File: src/rtl/staged_cam_pkg.sv
package staged_cam_pkg;

    localparam int MAX_W = 64;

    // Number of 1 bits in a word of up to MAX_W bits.
    function automatic logic [6:0] ones_of(input logic [MAX_W-1:0] v);
        logic [6:0] n;
        n = '0;
        for (int b = 0; b < MAX_W; b++) begin
            n = n + 7'(v[b]);
        end
        return n;
    endfunction

endpackage

File: src/rtl/cam_store.sv
module cam_store #(
    parameter int WIDTH = 6,
    parameter int DEPTH = 8,
    parameter int IDX_W = 3,
    parameter int CNT_W = 3
) (
    input  logic                         clk,
    input  logic                         rst_n,
    input  logic                         wr_en,
    input  logic [IDX_W-1:0]             wr_idx,
    input  logic [WIDTH-1:0]             wr_data,
    input  logic                         wr_valid,
    output logic [DEPTH-1:0][WIDTH-1:0]  ent_data,
    output logic [DEPTH-1:0]             ent_valid,
    output logic [DEPTH-1:0][CNT_W-1:0]  ent_ones
);
    import staged_cam_pkg::*;

    typedef struct packed {
        logic [DEPTH-1:0][WIDTH-1:0] data;
        logic [DEPTH-1:0]            valid;
        logic [DEPTH-1:0][CNT_W-1:0] ones;
    } store_t;

    store_t st_d, st_q;

    always_comb begin
        st_d = st_q;
        if (wr_en && (int'(wr_idx) < DEPTH)) begin
            st_d.data[wr_idx]  = wr_data;
            st_d.valid[wr_idx] = wr_valid;
            // ones-count kept beside the word, refreshed on the same write
            st_d.ones[wr_idx]  = CNT_W'(ones_of(MAX_W'(wr_data)));
        end
    end

    always_ff @(posedge clk) begin
        if (!rst_n) begin
            st_q <= '0;
        end else begin
            st_q <= st_d;
        end
    end

    assign ent_data  = st_q.data;
    assign ent_valid = st_q.valid;
    assign ent_ones  = st_q.ones;

endmodule

File: src/rtl/cam_entry_cmp.sv
module cam_entry_cmp #(
    parameter int WIDTH  = 6,
    parameter int PREFIX = 2,
    parameter int CNT_W  = 3
) (
    input  logic [WIDTH-1:0] ent_data,
    input  logic             ent_valid,
    input  logic [CNT_W-1:0] ent_ones,
    input  logic [WIDTH-1:0] key,
    input  logic [CNT_W-1:0] key_ones,
    output logic             pop_ok,
    output logic             pre_ok,
    output logic             tail_en,
    output logic             hit
);
    localparam int TAIL_W = WIDTH - PREFIX;

    logic pre_seg;
    logic tail_seg;

    // leading segment: all PREFIX bits must agree
    if (PREFIX == 0) begin : g_no_pre
        assign pre_seg = 1'b1;
    end else begin : g_pre
        assign pre_seg = (ent_data[WIDTH-1 -: PREFIX] == key[WIDTH-1 -: PREFIX]);
    end

    // trailing segment: the remaining bits
    if (TAIL_W == 0) begin : g_no_tail
        assign tail_seg = 1'b1;
    end else begin : g_tail
        assign tail_seg = (ent_data[TAIL_W-1:0] == key[TAIL_W-1:0]);
    end

    always_comb begin
        // precharge phase: lines start as "match"
        pop_ok  = 1'b1;
        pre_ok  = 1'b1;
        // evaluate phase: any disagreement clears
        if (!ent_valid || (ent_ones != key_ones)) pop_ok = 1'b0;
        if (!ent_valid || !pre_seg)               pre_ok = 1'b0;
        tail_en = pop_ok && pre_ok;
        hit     = tail_en;
        if (tail_en && !tail_seg) hit = 1'b0;
    end

endmodule

File: src/rtl/cam_prio_enc.sv
module cam_prio_enc #(
    parameter int DEPTH = 8,
    parameter int IDX_W = 3
) (
    input  logic [DEPTH-1:0] vec,
    output logic             any,
    output logic [IDX_W-1:0] idx
);
    always_comb begin
        any = |vec;
        idx = '0;
        for (int i = DEPTH - 1; i >= 0; i--) begin
            if (vec[i]) idx = IDX_W'(i);
        end
    end
endmodule

File: src/rtl/staged_cam.sv
module staged_cam #(
    parameter int WIDTH  = 6,
    parameter int DEPTH  = 8,
    parameter int PREFIX = 2,
    localparam int IDX_W = (DEPTH > 1) ? $clog2(DEPTH) : 1,
    localparam int CNT_W = $clog2(WIDTH + 1),
    localparam int ACT_W = $clog2(DEPTH + 1)
) (
    input  logic             clk,
    input  logic             rst_n,
    input  logic             wr_en,
    input  logic [IDX_W-1:0] wr_idx,
    input  logic [WIDTH-1:0] wr_data,
    input  logic             wr_valid,
    input  logic             srch_req,
    input  logic [WIDTH-1:0] srch_key,
    output logic             rsp_valid,
    output logic [DEPTH-1:0] rsp_match,
    output logic             rsp_hit,
    output logic [IDX_W-1:0] rsp_idx,
    output logic [ACT_W-1:0] rsp_cnt_pop,
    output logic [ACT_W-1:0] rsp_cnt_pre,
    output logic [ACT_W-1:0] rsp_cnt_tail
);
    import staged_cam_pkg::*;

    typedef struct packed {
        logic             valid;
        logic [DEPTH-1:0] match;
        logic             hit;
        logic [IDX_W-1:0] idx;
        logic [ACT_W-1:0] cnt_pop;
        logic [ACT_W-1:0] cnt_pre;
        logic [ACT_W-1:0] cnt_tail;
    } rsp_t;

    logic [DEPTH-1:0][WIDTH-1:0] ent_data;
    logic [DEPTH-1:0]            ent_valid;
    logic [DEPTH-1:0][CNT_W-1:0] ent_ones;
    logic [CNT_W-1:0]            key_ones;
    logic [DEPTH-1:0]            pop_ok, pre_ok, tail_en, ent_hit;
    logic                        any_hit;
    logic [IDX_W-1:0]            low_idx;
    rsp_t                        rsp_d, rsp_q;

    cam_store #(.WIDTH(WIDTH), .DEPTH(DEPTH), .IDX_W(IDX_W), .CNT_W(CNT_W)) u_store (
        .clk      (clk),
        .rst_n    (rst_n),
        .wr_en    (wr_en),
        .wr_idx   (wr_idx),
        .wr_data  (wr_data),
        .wr_valid (wr_valid),
        .ent_data (ent_data),
        .ent_valid(ent_valid),
        .ent_ones (ent_ones)
    );

    assign key_ones = CNT_W'(ones_of(MAX_W'(srch_key)));

    for (genvar e = 0; e < DEPTH; e++) begin : g_ent
        cam_entry_cmp #(.WIDTH(WIDTH), .PREFIX(PREFIX), .CNT_W(CNT_W)) u_cmp (
            .ent_data (ent_data[e]),
            .ent_valid(ent_valid[e]),
            .ent_ones (ent_ones[e]),
            .key      (srch_key),
            .key_ones (key_ones),
            .pop_ok   (pop_ok[e]),
            .pre_ok   (pre_ok[e]),
            .tail_en  (tail_en[e]),
            .hit      (ent_hit[e])
        );
    end

    cam_prio_enc #(.DEPTH(DEPTH), .IDX_W(IDX_W)) u_prio (
        .vec(ent_hit),
        .any(any_hit),
        .idx(low_idx)
    );

    always_comb begin
        rsp_d = '0;
        if (srch_req) begin
            rsp_d.valid = 1'b1;
            rsp_d.match = ent_hit;
            rsp_d.hit   = any_hit;
            rsp_d.idx   = low_idx;
            for (int i = 0; i < DEPTH; i++) begin
                rsp_d.cnt_pop  = rsp_d.cnt_pop  + ACT_W'(pop_ok[i]);
                rsp_d.cnt_pre  = rsp_d.cnt_pre  + ACT_W'(pre_ok[i]);
                rsp_d.cnt_tail = rsp_d.cnt_tail + ACT_W'(tail_en[i]);
            end
        end
    end

    always_ff @(posedge clk) begin
        if (!rst_n) begin
            rsp_q <= '0;
        end else begin
            rsp_q <= rsp_d;
        end
    end

    assign rsp_valid    = rsp_q.valid;
    assign rsp_match    = rsp_q.match;
    assign rsp_hit      = rsp_q.hit;
    assign rsp_idx      = rsp_q.idx;
    assign rsp_cnt_pop  = rsp_q.cnt_pop;
    assign rsp_cnt_pre  = rsp_q.cnt_pre;
    assign rsp_cnt_tail = rsp_q.cnt_tail;

endmodule

File: config.mk
export PLATFORM = sky130hd
export DESIGN_NAME = staged_cam
export DESIGN_NICKNAME = d
export VERILOG_FILES = /design/src/rtl/staged_cam_pkg.sv /design/src/rtl/cam_store.sv /design/src/rtl/cam_entry_cmp.sv /design/src/rtl/cam_prio_enc.sv /design/src/rtl/staged_cam.sv
export SDC_FILE = /design/constraint.sdc
export NUM_CORES = 1
export LEC_CHECK = 0
export BUFFER_PORTS_ARGS = -buffer_cell sky130_fd_sc_hd__buf_4
export CAP_MARGIN = 10
export CORE_MARGIN = 1.5
export CORE_UTILIZATION = 49
export DETAILED_ROUTE_END_ITERATION = 10
export GPL_ROUTABILITY_DRIVEN = 0
export PLACE_DENSITY = 0.67
export SYNTH_ARGS = -nofsm -noshare
export SYNTH_HDL_FRONTEND = slang
export SYNTH_SLANG_ARGS = --single-unit
File: constraint.sdc
create_clock -name clk -period 7.5 [get_ports clk]
set_input_delay 1.125 -clock clk [delete_from_list [all_inputs] [get_ports clk]]
set_output_delay 1.125 -clock clk [all_outputs]
set_load 0.05 [all_outputs]
======== Word level (Yosys, flattened, before mapping) ========
Cells that the tools add are included.
operators by class
  $add $sub $neg .......................... 31
  order comparisons ....................... 2
  eq/ne operators ......................... 24
  muxes and demuxes ....................... 42
  bitwise gates (word level) .............. 2
  reductions and logical operators ........ 62
operators by type and width
  operator            number
  $add 4x1->4         12
  $bwmux 48           1
  $eq 4x4->1          8
  $mux 3              9
  $mux 1              25
  $mux 25             1
  $bwmux 24           1
  $logic_not 1->1     24
  $ne 3x3->1          8
  $add 3x1->3         7
  $demux 6 s3         1
  $logic_and 1x1->1   17
  $eq 2x2->1          8
  $logic_or 1x1->1    16
  $add 2x1->3         4
  $add 3x1->4         3
  $add 1x1->2         5
  $demux 3 s3         1
  $bwmux 8            1
  $reduce_or 8->1     1
  $mux 6              1
  $reduce_or 6->1     1
  $lt 3x4->1 const B  1
  $reduce_or 4->1     1
  other kinds (5)     6
word-level totals
  register bits after elaboration ......... 105
  bits of input ports ..................... 20
  output and inout port bits .............. 25
  word-level logic and storage cells ...... 189

======== Logic depth before layout (Yosys ltp) ========
Gate-level depths: netlist (run 1).
  depth after elaboration ................. 20
  mapped depth ............................ 21
  gate-level depth less buffers ........... 20

======== Cells and area by module ========
A second synthesis (run 1) with hierarchy kept.
second synthesis, totals
  cell total of the unflattened synthesis .. 554
  area total of the unflattened synthesis .. 5310.1 um^2
modules (own cells, without submodules)
  module         times used  cells each  area each (um^2)  seq. area each (um^2)
  cam_store      1           288         3002.9            1601.5
  staged_cam     1           125         1285.0            500.5
  cam_entry_cmp  8           16          117.6             0.0
  cam_prio_enc   1           13          81.3              0.0

======== Least setup slack after synthesis (run 1) ========
No wires, ideal clock.
  path type ............................... input to register
  start point ............................. input srch_key[0]
  end point ............................... register rsp_q (netlist bit rsp_cnt_pop[1])
  setup time .............................. 0.115 ns
  data arrival time ....................... 5.690 ns
  data required time ...................... 7.385 ns
  setup slack ............................. 1.694 ns
  stages .................................. 17
  buffers on the path ..................... 1
  path through ............................ fa_1 -> inv_1 -> fa_1 -> inv_1 -> ha_1 -> inv_1 -> fa_1 -> buf_6 -> xor2_1 -> nand4_1 -> fa_1 -> fa_1 -> inv_1 -> fa_1 -> ha_1 -> fa_1 -> and3_1
on the way
  word-level cells in the longest chain between the ends .. 15
  elaborated cells between the ends (all ways) .. 36
  classes of those cells .................. add/sub: 12; eq/ne: 8; mux: 8; reduce/logical: 8
RTL lines
  item                           RTL line              text
  start, declared                staged_cam.sv:16      input logic [WIDTH-1:0] srch_key,
  $add 1x1->2 (*)                staged_cam_pkg.sv:10  n = n + 7'(v[b]);
  $add 2x1->3 (*)                staged_cam_pkg.sv:10
  $add 3x1->3 (*) (3 in series)  staged_cam_pkg.sv:10
  $ne 3x3->1                     cam_entry_cmp.sv:40   if (!ent_valid || (ent_ones != key_ones)) pop_ok = 1'b0;
  $logic_or 1x1->1               cam_entry_cmp.sv:40
  $mux 1                         cam_entry_cmp.sv:40
  $add 1x1->2                    staged_cam.sv:88      rsp_d.cnt_pop = rsp_d.cnt_pop + ACT_W'(pop_ok[i]);
  $add 2x1->3                    staged_cam.sv:88
  $add 3x1->4                    staged_cam.sv:88
  $add 4x1->4 (3 in series)      staged_cam.sv:88
  $add 4x1->4 (*)                staged_cam.sv:88
  end signal, assigned           staged_cam.sv:99      rsp_q <= rsp_d;
  end, declared                  staged_cam.sv:44      rsp_t rsp_d, rsp_q;
Every way passes the cells marked *; elsewhere a longest branch is shown, timed or not.
A chain may end at the register's enable or synchronous reset.

======== Worst setup path after layout (run 1) ========
  start point ............................. input srch_key[0]
  end point ............................... register rsp_q (netlist bit rsp_cnt_tail[2])
on the way
  word-level cells in the longest chain between the ends .. 16
  elaborated cells between the ends (all ways) .. 44
  classes of those cells .................. add/sub: 12; eq/ne: 8; mux: 8; reduce/logical: 16
RTL lines
  item                           RTL line              text
  $add 1x1->2 (*)                staged_cam_pkg.sv:10
  $add 2x1->3 (*)                staged_cam_pkg.sv:10
  $add 3x1->3 (*) (3 in series)  staged_cam_pkg.sv:10
  $ne 3x3->1                     cam_entry_cmp.sv:40
  $logic_or 1x1->1               cam_entry_cmp.sv:40
  $mux 1                         cam_entry_cmp.sv:40
  $logic_and 1x1->1              cam_entry_cmp.sv:42   tail_en = pop_ok && pre_ok;
  $add 1x1->2                    staged_cam.sv:90      rsp_d.cnt_tail = rsp_d.cnt_tail + ACT_W'(tail_en[i]);
  $add 2x1->3                    staged_cam.sv:90
  $add 3x1->4                    staged_cam.sv:90
  $add 4x1->4 (3 in series)      staged_cam.sv:90
  $add 4x1->4 (*)                staged_cam.sv:90
Marked as above.

==> results of run 1 <==
[per-stage QoR]
step                power [mW]  hold slack (ns)  setup WS [ns]  std cells
floorplan                0.714            0.452           1.69        624
global placement         0.749            0.465           1.20        768
detailed placement       0.753            0.471           1.09        768
CTS                       1.07            0.486           1.50        784
global route              1.11            0.504           1.23        784
finish                    1.07            0.483           1.51        784
[final cells by class]
class / count / area (um^2) / share of cell area
multi-input cells: 448 / 2930 / 0.501
repair buffers: 44 / 330 / 0.0566
clock inverters: 7 / 53.8 / 0.00921
well taps: 136 / 170 / 0.0291
inverters: 35 / 131 / 0.0225
clock buffers: 9 / 124 / 0.0212
flip-flops and latches: 105 / 2100 / 0.360
[cells in the final DEF (no fill, tap or decap), drive strengths merged, types with 3 or more instances in the layout]
| cell | count |
|---|---|
| a21boi | 80 |
| a21oi | 6 |
| and3 | 6 |
| buf | 44 |
| clkbuf | 9 |
| clkinv | 3 |
| dfxtp | 105 |
| fa | 18 |
| ha | 11 |
| inv | 37 |
| nand2 | 173 |
| nand2b | 5 |
| nand3 | 11 |
| nand4 | 13 |
| nor2 | 24 |
| nor2b | 3 |
| nor3 | 4 |
| nor3b | 4 |
| nor4 | 4 |
| or3 | 3 |
| xnor2 | 45 |
| xor2 | 30 |
[logic make-up (layout without fill, tap and decap cells)]
| kind of cell | count (synthesis) | in the layout | synth area share |
|---|---|---|---|
| simple gates | 255 | 255 | 0.206 |
| flops | 105 | 105 | 0.395 |
| compound gates | 89 | 89 | 0.124 |
| xor+xnor | 75 | 75 | 0.126 |
| buf+inv | 71 | 95 | 0.0551 |
| fa+ha+maj | 29 | 29 | 0.0936 |
[flip-flops by register name, summed over array words and instances, names as in the netlist]
register,flops
rsp_idx,3
rsp_valid,1
rsp_cnt_tail,4
rsp_match,8
u_store.ent_ones,24
rsp_cnt_pre,4
rsp_hit,1
rsp_cnt_pop,4
u_store.ent_data,48
u_store.ent_valid,8
[worst max-delay path: cells and delay by family]
family        cells  cell delay [ns]
fa+ha+maj         9             3.74
simple gates      3             0.49
buf+inv           7             0.54
xor+xnor          2             0.34
[power breakdown]
part	total [mW]	internal [mW]	switching [mW]
clock	0.328	0.124	0.205
sequential	0.576	0.568	0.00832
combinational	0.164	0.0640	0.100
[how the worst max path moves through the flow]
stage	end	from	slack, ns	cells past startpoint
floorplan	rsp_cnt_pop[1]	srch_key[0]	1.69	17
global placement	rsp_cnt_pop[1]	srch_key[0]	1.20	17
detailed placement	rsp_cnt_pop[1]	srch_key[0]	1.09	17
CTS	rsp_cnt_tail[2]	srch_key[0]	1.50	21
global route	rsp_cnt_tail[2]	srch_key[0]	1.23	21
finish	rsp_cnt_tail[2]	srch_key[0]	1.51	21
[layer usage]
layer  GRT usage  wire [um]  vias to the layer above
met5           0          0                        -
li1            -          -                     2021
met3      0.0389        686                       14
met4      0.0610        177                        0
met2       0.364       5720                      112
met1       0.331       6210                     1961
==> metrics.yaml, run 1 <==
synth:
  yosysWarnings: 0
  syn_area_um2: 5320
  synth.area.top_cells: "dfxtp_1 (40%), nand2_1 (12%), a21boi_0 (11%)"
  synth-seq-cells: 105
  synth.top_cell.area_share: 0.395
  synth_cell_type_count: 33
  yosysSeqAreaShare: 0.395
  yosys-top-cells-count: "nand2_1 (173), dfxtp_1 (105), a21boi_0 (80), xnor2_1 (45), inv_1 (35)"
  ys_async_sr_fraction: 0
  syn_avg_cell_area_um2: 8.52
  yosysTopAreaCell: "dfxtp_1"
  syn_nets: 673
  synth_ff_type: "dfxtp_1"
  synth_edf_count: 0
  synthCells: 624
  synth_most_common_cell: "nand2_1"
critical_path:
  slowest_stage: "fa_1"
  cp.arrival_ns: 6.23
  reg2reg_from: "u_store.ent_ones[1]"
  crit_type: "primary input to flip-flop"
  path_max_fanout: 9
  reg2reg_depth: 13
  crit_chain: "buf_4 -> fa_1 -> inv_1 -> fa_1 -> inv_1 -> ha_1 -> inv_1 -> fa_1 -> xor2_1 -> nand4_1 -> nor2_1 -> fa_1 -> inv_1 -> fa_1 -> fa_1 -> inv_1 -> ha_1 -> inv_1 -> fa_1 -> xor2_1 -> nor2_1"
  r2r-end: "rsp_cnt_tail[2]"
  cpMostUsedCell: "fa_1"
  critPathLaunchType: "primary input"
  worst-r2r-setup-slack_ns: 4.18
  critPathMaxStageDelay_ns: 0.80
  endpoint_kind: "flip-flop"
  required_ns: 7.74
timing:
  fmax_mhz: 167
  worst_slew_pin_slew_ns: 1.14
  setup_viol: 0
  rsz0062_at_grt: "no"
  final-max-slew-violation-count: 0
  hold_violations: 0
  fin_setup_tns_ns: 0
  fin_skew_ns: 0.0157
  slew_headroom: 0.236
  post-route-period-util: 0.798
  period_needed_ns: 5.99
routing:
  routed_wl_mm: 12.8
  drtAntennaViolNets: 0
  dr.pass1.iters: 5
  wl_per_cell_um: 16.3
  drtIter0Drc: 267
  num_vias: 4108
  vias_per_cell: 5.24
  drc: 0
cts:
  numCtsBuffers: 9
  cts-root-buf: "clkbuf_8"
  ctsResizeCount: 0
  postCtsHoldBufs: 0
  clk_pin_slew_worst_paths_ns: 0.10
  htreeDepth: 3
  cts_sinks: 105
  clk_latency_ns: 0.38
  ctsLongestPathBuffers: 2
  post_cts_buffers: 0
  cts_tree: "done"
die:
  std_cell_rows: 37
  die_h_um: 107
  core_um2: 10400
  start_util: 0.511
  die_x_um: 107
  die-area_um2: 11500
  io_pins: 45
global_routing:
  antenna_found_initial: 0
  track_usage: 0.232
  grt_pass1_vias: 3721
  grt_pass1_wl_mm: 20.1
  grt_overflow_total: 0
  grt_max_degree: 86
pwr:
  p_leak_nw: 2.28
  irDropWorstVdd_v: 0.000107
  power_density_nw_per_um2: 183
job:
  max_cap_viol_count: 0
final_layout:
  fill_cells: 984
  areaGrowthSynthToFinish_pct: 9.81
  drive_gt1_frac: 0.103
  fin_util: 0.561
  design_area_um2: 5840
  diodes: 0
  fin_nets: 692
hold_path:
  whs_path_depth: 2
  hold_end: "u_store.ent_data[40]"
  worstHoldPathType: "flip-flop to flip-flop"
  hold_start: "u_store.ent_data[40]"
outcome:
  status: "finished clean"
placed_design:
  portBuffers: 44
  dp_hpwl_mm: 9.33
  placed_area_um2: 5660
Power figures use the tool's default switching activity.
==> run 2, diff against run 1 <==
--- a/config.mk
+++ b/config.mk
@@ -5,13 +5,14 @@
 export SDC_FILE = /design/constraint.sdc
 export NUM_CORES = 1
 export LEC_CHECK = 0
+export ABC_AREA = 1
 export BUFFER_PORTS_ARGS = -buffer_cell sky130_fd_sc_hd__buf_4
 export CAP_MARGIN = 10
 export CORE_MARGIN = 1.5
 export CORE_UTILIZATION = 49
 export DETAILED_ROUTE_END_ITERATION = 10
 export GPL_ROUTABILITY_DRIVEN = 0
-export PLACE_DENSITY = 0.67
+export PLACE_DENSITY = 0.7
 export SYNTH_ARGS = -nofsm -noshare
 export SYNTH_HDL_FRONTEND = slang
 export SYNTH_SLANG_ARGS = --single-unit
==> constraint.sdc (replaced) <==
create_clock -name clk -period 5.5 [get_ports clk]
set_input_delay 0.825 -clock clk [delete_from_list [all_inputs] [get_ports clk]]
set_output_delay 0.825 -clock clk [all_outputs]
set_load 0.05 [all_outputs]
==> run 2 against run 1 <==
Against the previous run:
- the flow now finishes with violations (DRC)
- synthesized area fell by 0.28%
- setup slack got worse by 1.4 ns
- routed wire length rose by 1.6%
- worst hold slack got worse by 0.0096 ns
- clock power rose by 42%
- synthesized cell count rose by 11%
- cell count rose by 11%
- critical path type unchanged
==> metrics.yaml, run 2 <==
outcome:
  status: "finished, violations left"
  violations: "DRC"
critical_path:
  worst-r2r-setup-slack_ns: 2.03
  cp-startpoint: "srch_key[3]"
  path_max_fanout: 8
  cp.arrival_ns: 5.63
  critPathLaunchType: "primary input"
  r2r-end: "rsp_cnt_tail[1]"
  crit_type: "primary input to flip-flop"
  reg2reg_from: "u_store.ent_ones[3]"
  crit_end: "rsp_cnt_tail[1]"
  endpoint_kind: "flip-flop"
  required_ns: 5.75
  reg2reg_depth: 14
pwr:
  clockPowerShare: 0.299
  p_leak_nw: 2.62
  switchingPower_uw: 484
  combPwrFrac: 0.190
  irDropWorstVdd_v: 0.000132
  p_int_mw: 1.07
  finalPower_mw: 1.56
  netSwitchingFraction: 0.311
  sequentialPowerShare: 0.511
  power_density_nw_per_um2: 258
timing:
  setup_viol: 0
  hold_violations: 0
  post-route-period-util: 0.979
  slew_headroom: 0.460
  fin_setup_tns_ns: 0
  fmax_mhz: 186
  final-max-slew-violation-count: 0
  rsz0062_at_grt: "yes"
  fin_skew_ns: 0.0158
  worst_slew_pin_slew_ns: 0.807
  period_needed_ns: 5.39
routing:
  routed_wl_mm: 13.0
  num_vias: 4562
  topRoutingLayerUsed: "met4"
  drtAntennaViolNets: 0
  met1Wirelength_mm: 5.87
  wl_per_cell_um: 14.9
  vias_per_cell: 5.24
  dr.pass1.iters: 11
  drtIter0Drc: 277
  drc: 3
  dr_wl_met3_um: 736
  met2_length_mm: 6.14
die:
  start_util: 0.509
  die-area_um2: 11500
  io_pins: 45
  die_x_um: 107
  core_um2: 10400
  std_cell_rows: 37
  die_h_um: 107
synth:
  synthCells: 690
  synth.area.top_cells: "dfxtp_1 (40%), nor2_1 (11%), o21ai_0 (8.1%)"
  yosys-top-cells-count: "nor2_1 (153), dfxtp_1 (105), o21ai_0 (86), nand2_1 (75), inv_1 (65)"
  synth_most_common_cell: "nor2_1"
  synth_ff_type: "dfxtp_1"
  synth-seq-cells: 105
  ys_async_sr_fraction: 0
  syn_avg_cell_area_um2: 7.68
  yosysTopAreaCell: "dfxtp_1"
  synth.top_cell.area_share: 0.396
  syn_area_um2: 5300
  synth_edf_count: 0
  yosysSeqAreaShare: 0.396
  syn_nets: 739
  yosysWarnings: 0
  synth_cell_type_count: 39
final_layout:
  drive_gt1_frac: 0.171
  fin_util: 0.579
  final_cell_mix: "nor2_1 (153), dfxtp_1 (105), o21ai_0 (84), nand2_1 (74), buf_4 (61)"
  design_area_um2: 6030
  stdcell_count: 871
  areaGrowthSynthToFinish_pct: 13.7
  final_common_cell: "nor2_1"
  fin_nets: 779
  largest_reg_flops: 48
  diodes: 0
cts:
  clk_pin_slew_worst_paths_ns: 0.10
  numCtsBuffers: 9
  cts_tree: "done"
  cts-root-buf: "clkbuf_8"
  htreeDepth: 3
  cts_sinks: 105
  clk_latency_ns: 0.38
  ctsLongestPathBuffers: 2
  postCtsHoldBufs: 0
job:
  max_cap_viol_count: 0
global_routing:
  antenna_found_initial: 0
  grt_overflow_total: 0
  grt_max_degree: 82
  track_usage: 0.241
  grt_pass1_vias: 4386
  grt_pass1_wl_mm: 21.3
placed_design:
  dp.cells: 851
  dp_hpwl_mm: 9.41
  placed_area_um2: 5770
  portBuffers: 44
hold_path:
  worstHoldPathType: "flip-flop to flip-flop"
-- run 2: area by class of cell --
cell class                 count  area, um^2
timing repair buffer          62         473
clock inverter                 6        51.3
clock buffer                  10         138
inverter                      78         298
sequential                   105        2100
fill                         972        4390
multi-input combinational    474        2800
tap                          136         170
-- run 2: worst min-delay path by stage --
stage	start	endpoint	slack [ns]	cells past startpoint
5_1_grt	u_store.ent_data[45]	u_store.ent_data[45]	0.50	2
3_5_place_dp	u_store.ent_ones[21]	u_store.ent_ones[21]	0.46	2
6_report	u_store.ent_ones[21]	u_store.ent_ones[21]	0.47	2
3_3_place_gp	u_store.ent_ones[23]	u_store.ent_ones[23]	0.45	2
4_1_cts	u_store.ent_ones[21]	u_store.ent_ones[21]	0.48	2
2_1_floorplan	u_store.ent_valid[1]	u_store.ent_valid[1]	0.44	2
-- run 2: logic make-up after synthesis --
group,count (synthesis),share of synthesized area
AOI/OAI and AO/OA,135,0.134
DFF,105,0.396
adders and majority gates,29,0.0939
xor gates and xnor gates,40,0.0661
and+or+nand+nor,270,0.223
buffers and inverters,111,0.0873
-- run 2: repair_timing --
action,in CTS,in global routing
resized for setup,0,18
endpoints found under the setup margin,0,4
buffers inserted,0,4
-- run 2: routing by layer --
| metal | GRT usage | vias up |
|---|---|---|
| li1 | - | 2246 |
| met4 | 0.0810 | 0 |
| met1 | 0.320 | 2146 |
| met2 | 0.398 | 144 |
| met5 | 0 | - |
| met3 | 0.0401 | 26 |
-- run 2: critical path, stage by stage --
cell and delay, ns:
buf_8 0.10, fa_1 0.55, inv_2 0.05, fa_1 0.47
inv_1 0.04, ha_2 0.16, inv_2 0.05, fa_2 0.50
nand2_2 0.10, nand3_2 0.09, nor3_4 0.20, inv_2 0.07
nor3_4 0.20, fa_1 0.43, inv_1 0.08, fa_1 0.44
fa_1 0.44, inv_1 0.07, ha_2 0.17, inv_2 0.04
fa_2 0.51, nor2_1 0.04
-- run 2: metrics by stage --
| step | setup slack, ns | hold slack (ns) |
|---|---|---|
| 6_report | 0.114 | 0.473 |
| 5_1_grt | -0.0514 | 0.503 |
| 4_1_cts | 0.0716 | 0.476 |
| 3_5_place_dp | -0.371 | 0.461 |
| 3_3_place_gp | -0.213 | 0.454 |
| 2_1_floorplan | -0.0364 | 0.441 |
-- run 2: power groups by stage --
stage	sequential (mW)	combinational (mW)	clock, mW
3_3_place_gp	0.812	0.278	0
5_1_grt	0.798	0.327	0.500
4_1_cts	0.795	0.287	0.469
3_5_place_dp	0.812	0.286	0
6_report	0.796	0.296	0.465
2_1_floorplan	0.813	0.199	0
